==> src/rtl/spi_sck_pkg.sv <==
package spi_sck_pkg;
  localparam int DIV_W = 6;

  typedef struct packed {
    logic             pol;
    logic             pha;
    logic             pre;
    logic [DIV_W-1:0] div;
  } sck_cfg_t;

  localparam sck_cfg_t CFG_RESET = '{pol: 1'b0, pha: 1'b1, pre: 1'b0, div: '0};
endpackage

==> src/rtl/spi_sck_ctrlreg.sv <==
module spi_sck_ctrlreg
  import spi_sck_pkg::*;
(
  input  logic     clk,
  input  logic     rst,
  input  logic     wr,
  input  sck_cfg_t wr_cfg,
  input  logic     lock,
  output sck_cfg_t cfg
);
  always_ff @(posedge clk) begin
    if (rst)             cfg <= CFG_RESET;
    else if (wr && !lock) cfg <= wr_cfg;
  end
endmodule

==> src/rtl/spi_sck_divider.sv <==
module spi_sck_divider
  import spi_sck_pkg::*;
#(
  parameter int PRE_SHIFT = 3
) (
  input  logic     clk,
  input  logic     rst,
  input  logic     run,
  input  logic     restart,
  input  sck_cfg_t cfg,
  output logic     tick
);
  localparam int HW = DIV_W + PRE_SHIFT + 1;

  logic [HW-1:0] base, half, cnt;

  always_comb begin
    base = HW'(cfg.div) + HW'(1);
    half = cfg.pre ? (base << PRE_SHIFT) : base;
    if (half < HW'(2)) half = HW'(2);
  end

  assign tick = run && (cnt == half - HW'(1));

  always_ff @(posedge clk) begin
    if (rst || restart) cnt <= '0;
    else if (run) cnt <= tick ? '0 : cnt + HW'(1);
  end


  tick_gap_chk: assert property (@(posedge clk) disable iff (rst) tick |=> !tick);
endmodule

==> src/rtl/spi_sck_shifter.sv <==
module spi_sck_shifter #(
  parameter int WORD_W = 8
) (
  input  logic              clk,
  input  logic              rst,
  input  logic              launch,
  input  logic [WORD_W-1:0] tx,
  input  logic              pol,
  input  logic              pha,
  input  logic              tick,
  input  logic              miso,
  output logic              sck,
  output logic              mosi,
  output logic              ss_n,
  output logic              busy,
  output logic              done,
  output logic [WORD_W-1:0] rx
);
  localparam int EDGES = 2 * WORD_W;
  localparam int EW    = $clog2(EDGES);
  localparam logic [EW-1:0] LAST = EW'(EDGES - 1);

  logic [EW-1:0]     edge_cnt;
  logic [WORD_W-1:0] sreg;
  logic              fin;
  logic              samp;

  assign samp = (~edge_cnt[0]) ^ pha;

  always_ff @(posedge clk) begin
    if (rst) begin
      sck      <= 1'b0;
      mosi     <= 1'b0;
      ss_n     <= 1'b1;
      busy     <= 1'b0;
      done     <= 1'b0;
      rx       <= '0;
      sreg     <= '0;
      edge_cnt <= '0;
      fin      <= 1'b0;
    end else begin
      done <= 1'b0;
      if (!busy) begin
        sck <= pol;
        if (launch) begin
          busy     <= 1'b1;
          ss_n     <= 1'b0;
          edge_cnt <= '0;
          fin      <= 1'b0;
          if (pha) begin
            sreg <= tx;
          end else begin
            mosi <= tx[WORD_W-1];
            sreg <= tx << 1;
          end
        end
      end else if (fin) begin
        fin  <= 1'b0;
        busy <= 1'b0;
        ss_n <= 1'b1;
        done <= 1'b1;
      end else if (tick) begin
        sck      <= ~sck;
        edge_cnt <= edge_cnt + EW'(1);
        if (samp) begin
          rx <= {rx[WORD_W-2:0], miso};
        end else if (edge_cnt != LAST) begin
          mosi <= sreg[WORD_W-1];
          sreg <= sreg << 1;
        end
        if (edge_cnt == LAST) fin <= 1'b1;
      end
    end
  end


  done_pulse_chk: assert property (@(posedge clk) disable iff (rst) done |=> !done);

  ss_active_chk: assert property (@(posedge clk) disable iff (rst) busy |-> !ss_n);

  sck_rest_chk: assert property (@(posedge clk) disable iff (rst)
    (!busy && $past(!busy) && $stable(pol)) |-> (sck == pol));
endmodule

==> src/rtl/spi_sck_master.sv <==
module spi_sck_master
  import spi_sck_pkg::*;
#(
  parameter int WORD_W    = 8,
  parameter int PRE_SHIFT = 3
) (
  input  logic              clk,
  input  logic              rst,
  input  logic              cfg_wr,
  input  logic              cfg_pol,
  input  logic              cfg_pha,
  input  logic              cfg_pre,
  input  logic [DIV_W-1:0]  cfg_div,
  input  logic              start,
  input  logic [WORD_W-1:0] tx_byte,
  input  logic              miso,
  output logic              sck,
  output logic              mosi,
  output logic              ss_n,
  output logic              busy,
  output logic              done,
  output logic [WORD_W-1:0] rx_byte,
  output logic              cfg_err,
  output logic              ctl_pol,
  output logic              ctl_pha,
  output logic              ctl_pre,
  output logic [DIV_W-1:0]  ctl_div
);
  sck_cfg_t cfg, wr_cfg;
  logic     illegal, launch, tick;

  assign wr_cfg  = '{pol: cfg_pol, pha: cfg_pha, pre: cfg_pre, div: cfg_div};
  assign illegal = cfg.pre && (cfg.div == '0);
  assign launch  = start && !busy && !illegal;

  spi_sck_ctrlreg u_reg (
    .clk(clk), .rst(rst), .wr(cfg_wr), .wr_cfg(wr_cfg),
    .lock(busy || start), .cfg(cfg)
  );

  spi_sck_divider #(.PRE_SHIFT(PRE_SHIFT)) u_div (
    .clk(clk), .rst(rst), .run(busy), .restart(launch), .cfg(cfg), .tick(tick)
  );

  spi_sck_shifter #(.WORD_W(WORD_W)) u_shf (
    .clk(clk), .rst(rst), .launch(launch), .tx(tx_byte),
    .pol(cfg.pol), .pha(cfg.pha), .tick(tick), .miso(miso),
    .sck(sck), .mosi(mosi), .ss_n(ss_n), .busy(busy), .done(done), .rx(rx_byte)
  );

  always_ff @(posedge clk) begin
    if (rst) cfg_err <= 1'b0;
    else if (start && !busy) cfg_err <= illegal;
  end

  assign ctl_pol = cfg.pol;
  assign ctl_pha = cfg.pha;
  assign ctl_pre = cfg.pre;
  assign ctl_div = cfg.div;


  illegal_start_chk: assert property (@(posedge clk) disable iff (rst)
    (start && !busy && ctl_pre && ctl_div == '0) |=> (!busy && cfg_err));

  cfg_hold_chk: assert property (@(posedge clk) disable iff (rst)
    ($past(busy) && busy) |-> $stable(cfg));
endmodule

==> config.mk <==
export PLATFORM = sky130hd
export DESIGN_NAME = spi_sck_master
export DESIGN_NICKNAME = d
export VERILOG_FILES = /design/src/rtl/spi_sck_pkg.sv /design/src/rtl/spi_sck_ctrlreg.sv /design/src/rtl/spi_sck_divider.sv /design/src/rtl/spi_sck_shifter.sv /design/src/rtl/spi_sck_master.sv
export SDC_FILE = /design/constraint.sdc
export NUM_CORES = 1
export LEC_CHECK = 0
export BUFFER_PORTS_ARGS = -buffer_cell sky130_fd_sc_hd__buf_2
export CAP_MARGIN = 0
export CELL_PAD_IN_SITES_DETAIL_PLACEMENT = 1
export CELL_PAD_IN_SITES_GLOBAL_PLACEMENT = 2
export CORE_MARGIN = 3
export CORE_UTILIZATION = 30
export DETAILED_ROUTE_END_ITERATION = 12
export PLACE_DENSITY = 0.69
export RECOVER_POWER = 25
export SLEW_MARGIN = 10
export SYNTH_ARGS = -nofsm -noshare
export SYNTH_HDL_FRONTEND = slang
export SYNTH_SLANG_ARGS = --single-unit
==> constraint.sdc <==
create_clock -name clk -period 5.7 [get_ports clk]
set_clock_uncertainty 0.05 [all_clocks]
set_input_delay 0.285 -clock clk [delete_from_list [all_inputs] [get_ports clk]]
set_output_delay 0.285 -clock clk [all_outputs]
set_load 0.01 [all_outputs]
==> results.md <==
- Status: complete, no violations
- Syn_nets: 390
- DPL Wire Length: 6.57 mm
- DRT Pass-1 Iters: 4
- Busiest layer in global routing: met2
- Post-CTS Hold Buffers: 0
- Post-CTS Resized: 0
- Share of cells above drive strength 1: 0.141
- Top cells by count, synth: dfxtp_1, nor2_1, nand2_1
- Max Cap Viol: 0
- Final-report hold violation count: 0
- Synthesized cell area: 2990 sq um
- CP Capture Type: flip-flop
- Largest net degree at the start of global routing: 36
- # rows: 35
- Post-route DRC: 0
- Die ar.: 11200 sq um
- Area leader, netlist: dfxtp_1
- #FFs+latches synth: 46
- First-pass GRT wire length: 14.6 mm
- Required @ worst endpoint: 5880 ps
- Reg area: 921 sq um
- YS warnings: 0
- CTS tree: done
- Vias after detailed routing: 2811
- Initial DRC count: 69
- CP Launch Type: flip-flop
- Sw Share: 0.330
- RSZ-0062 raised after global routing: no
- Fin cells: 526
- Inserted Diodes: 0
- Clk slew on worst S/H paths: 90 ps
- Grt total ovfl: 0
- Post-layout total power: 760 uW
- Sequential share of the synthesized area: 0.308
- Post-DR vias/cell: 5.34
- Ys async rst share: 0
- Yosys top cell area share: 0.308
- Clock power frac: 0.286
- Slew HR: 0.238
- Port Buf Inserts: 44
- Pwr Density: 226 nW/um^2
- Number of synthesized flops with an enable pin: 0
- Core area: 9460 sq um
- Setup TNS: 0 ps
- Fin nets: 423
- Reg power frac: 0.462
- Max Slew Vio Count: 0
- Initial core utilization: 0.316
- Synthesized area per cell: 8.24 sq um
- Crit path arrival time: 5230 ps
- GRT met1 Usage: 0.209
- Num CTS Buffers: 5
- Psw: 251 uW
- Final WL: 8.66 mm
- Max VDD drop: 107 uV
- Fin util: 0.356
- Main synth FF type: dfxtp_1
- Power Internal: 510 uW
- Worst-Skew Late Latency: 300 ps
- H-tree level count: 2
- Part of the cycle the worst path needs: 0.886
- Finish-stage setup viols: 0
- Post-CTS Setup Inserts: 0
- Placed insts: 518
- CP Class: reg2reg
- Synth cell types: 64
- Post-synthesis instance total: 363
- Vias in the first global route: 2859
- CTS root buf: clkbuf_8
- Multi-input gate area: 1910 sq um
- Die Width: 106 microns
- Global routing usage on met2: 0.279
- Area Overhead vs Synth: 12.5%
- Cell with the most instances after synthesis: dfxtp_1
- Met3 usage: 0.0233
- Antenna-violating nets left: 0
- Placer Congestion: 0.786
- Worst slew pin tran: 1140 ps
- HP Class: in2reg
- Bufs on Longest Clock Path: 2
- CP Max Fanout: 14
- # clock sinks: 46
- Initial antenna violation count: 0
- Top post-synthesis cells by area: dfxtp_1, mux2i_1, nor2_1, a21oi_1, xnor2_1
- Leakage power total: 1.24 nW
- Vert. Die Dim: 106 microns
- Minimum clock period: 5050 ps
- GRT Total Usage: 0.159
- Logic gate share of total power: 0.253
- Filler instances: 1191
- Max Fclk: 0.198 GHz
- Routed length per placed instance: 16.5 microns
- Ports: 45
state kept, by name, summed over array words and instances (netlist names):
signal and cells:
u_div.cnt 10, u_shf.edge_cnt 4, u_shf.sck 1, cfg_err 1
u_shf.mosi 1, u_shf.done 1, u_shf.fin 1, u_reg.cfg 9
u_shf.rx 8, u_shf.sreg 8, u_shf.busy 1, u_shf.ss_n 1
layout by cell type (no fill, tap or decap), types with 7 or more instances in the layout:
cell,instances
a21oi_1,23
clkbuf_1,17
buf_2,28
nand3_1,18
xnor2_1,13
nor2_1,35
nand2_1,29
inv_1,9
nand4_1,9
dfxtp_1,46
nand2b_1,14
o221ai_1,7
xor2_1,13
mux2i_1,25
nor3_1,7
metal layers:
layer / wire length, microns / part of all wire / vias to the layer above
li1: - / - / 1389
met1: 4230 / 0.49 / 1385
met2: 4170 / 0.48 / 35
met3: 215 / 0.025 / 2
met4: 36 / 0.0042 / 0
met5: 0 / 0 / -
kinds of logic (layout without fill, tap and decap cells):
| group | Yosys count | after routing | share of synthesized area |
|---|---|---|---|
| muxes | 26 | 26 | 0.0874 |
| xor gates and xnor gates | 27 | 27 | 0.0816 |
| adders and majority gates | 5 | 5 | 0.0209 |
| DFF | 46 | 46 | 0.308 |
| buffers and inverters | 33 | 67 | 0.0539 |
| AOI/OAI and AO/OA | 76 | 76 | 0.176 |
| and+or+nand+nor | 150 | 150 | 0.273 |
worst paths after layout:
check | from | cells past startpoint | slack (ps) | end
setup / recovery | u_reg.cfg[0]$_SDFFE_PP0P_ | 14 | 650 | u_shf.rx[4]$_SDFFE_PP0P_
hold reg to reg | cfg_err$_SDFFE_PP0P_ | 2 | 420 | cfg_err$_SDFFE_PP0P_
hold / removal | cfg_pha | 2 | 130 | u_reg.cfg[7]$_SDFFE_PP1P_
setup reg to reg | u_reg.cfg[0]$_SDFFE_PP0P_ | 14 | 650 | u_shf.rx[4]$_SDFFE_PP0P_
critical path, stage by stage (launching register included):
cell and delay, ps:
dfxtp_1 620, inv_1 220, ha_1 450, nand2b_1 230, o31ai_1 390, o211a_1 240, nand3_1 180, nand2_1 130
ha_1 180, o21ai_0 230, a2111oi_1 510, xnor2_1 150, or4_4 640, nor3_4 510, mux2i_1 240
power groups by stage:
| stage | Combinational [mW] | Clock, mW | Sequential [mW] |
|---|---|---|---|
| 2_1_floorplan | 0.149 | 0 | 0.352 |
| 3_3_place_gp | 0.191 | 0 | 0.358 |
| 3_5_place_dp | 0.195 | 0 | 0.358 |
| 4_1_cts | 0.196 | 0.228 | 0.351 |
| 5_1_grt | 0.217 | 0.240 | 0.354 |
| 6_report | 0.192 | 0.217 | 0.351 |
per-stage QoR:
step	hold WS, ps	area (sq um)	worst slack, ps
4_1_cts	124	3390	634
5_1_grt	133	3370	198
3_3_place_gp	400	3300	920
3_5_place_dp	410	3300	665
2_1_floorplan	353	2990	1590
6_report	134	3370	650
final cells by class:
class | instances | area share
tap | 129 | 0.0479
multi-input combinational | 284 | 0.569
clock buffer | 6 | 0.0245
timing repair buffer | 50 | 0.0717
clock inverter | 2 | 0.00372
sequential | 46 | 0.274
inverter | 9 | 0.0100
(Power assumes the default switching activity.)
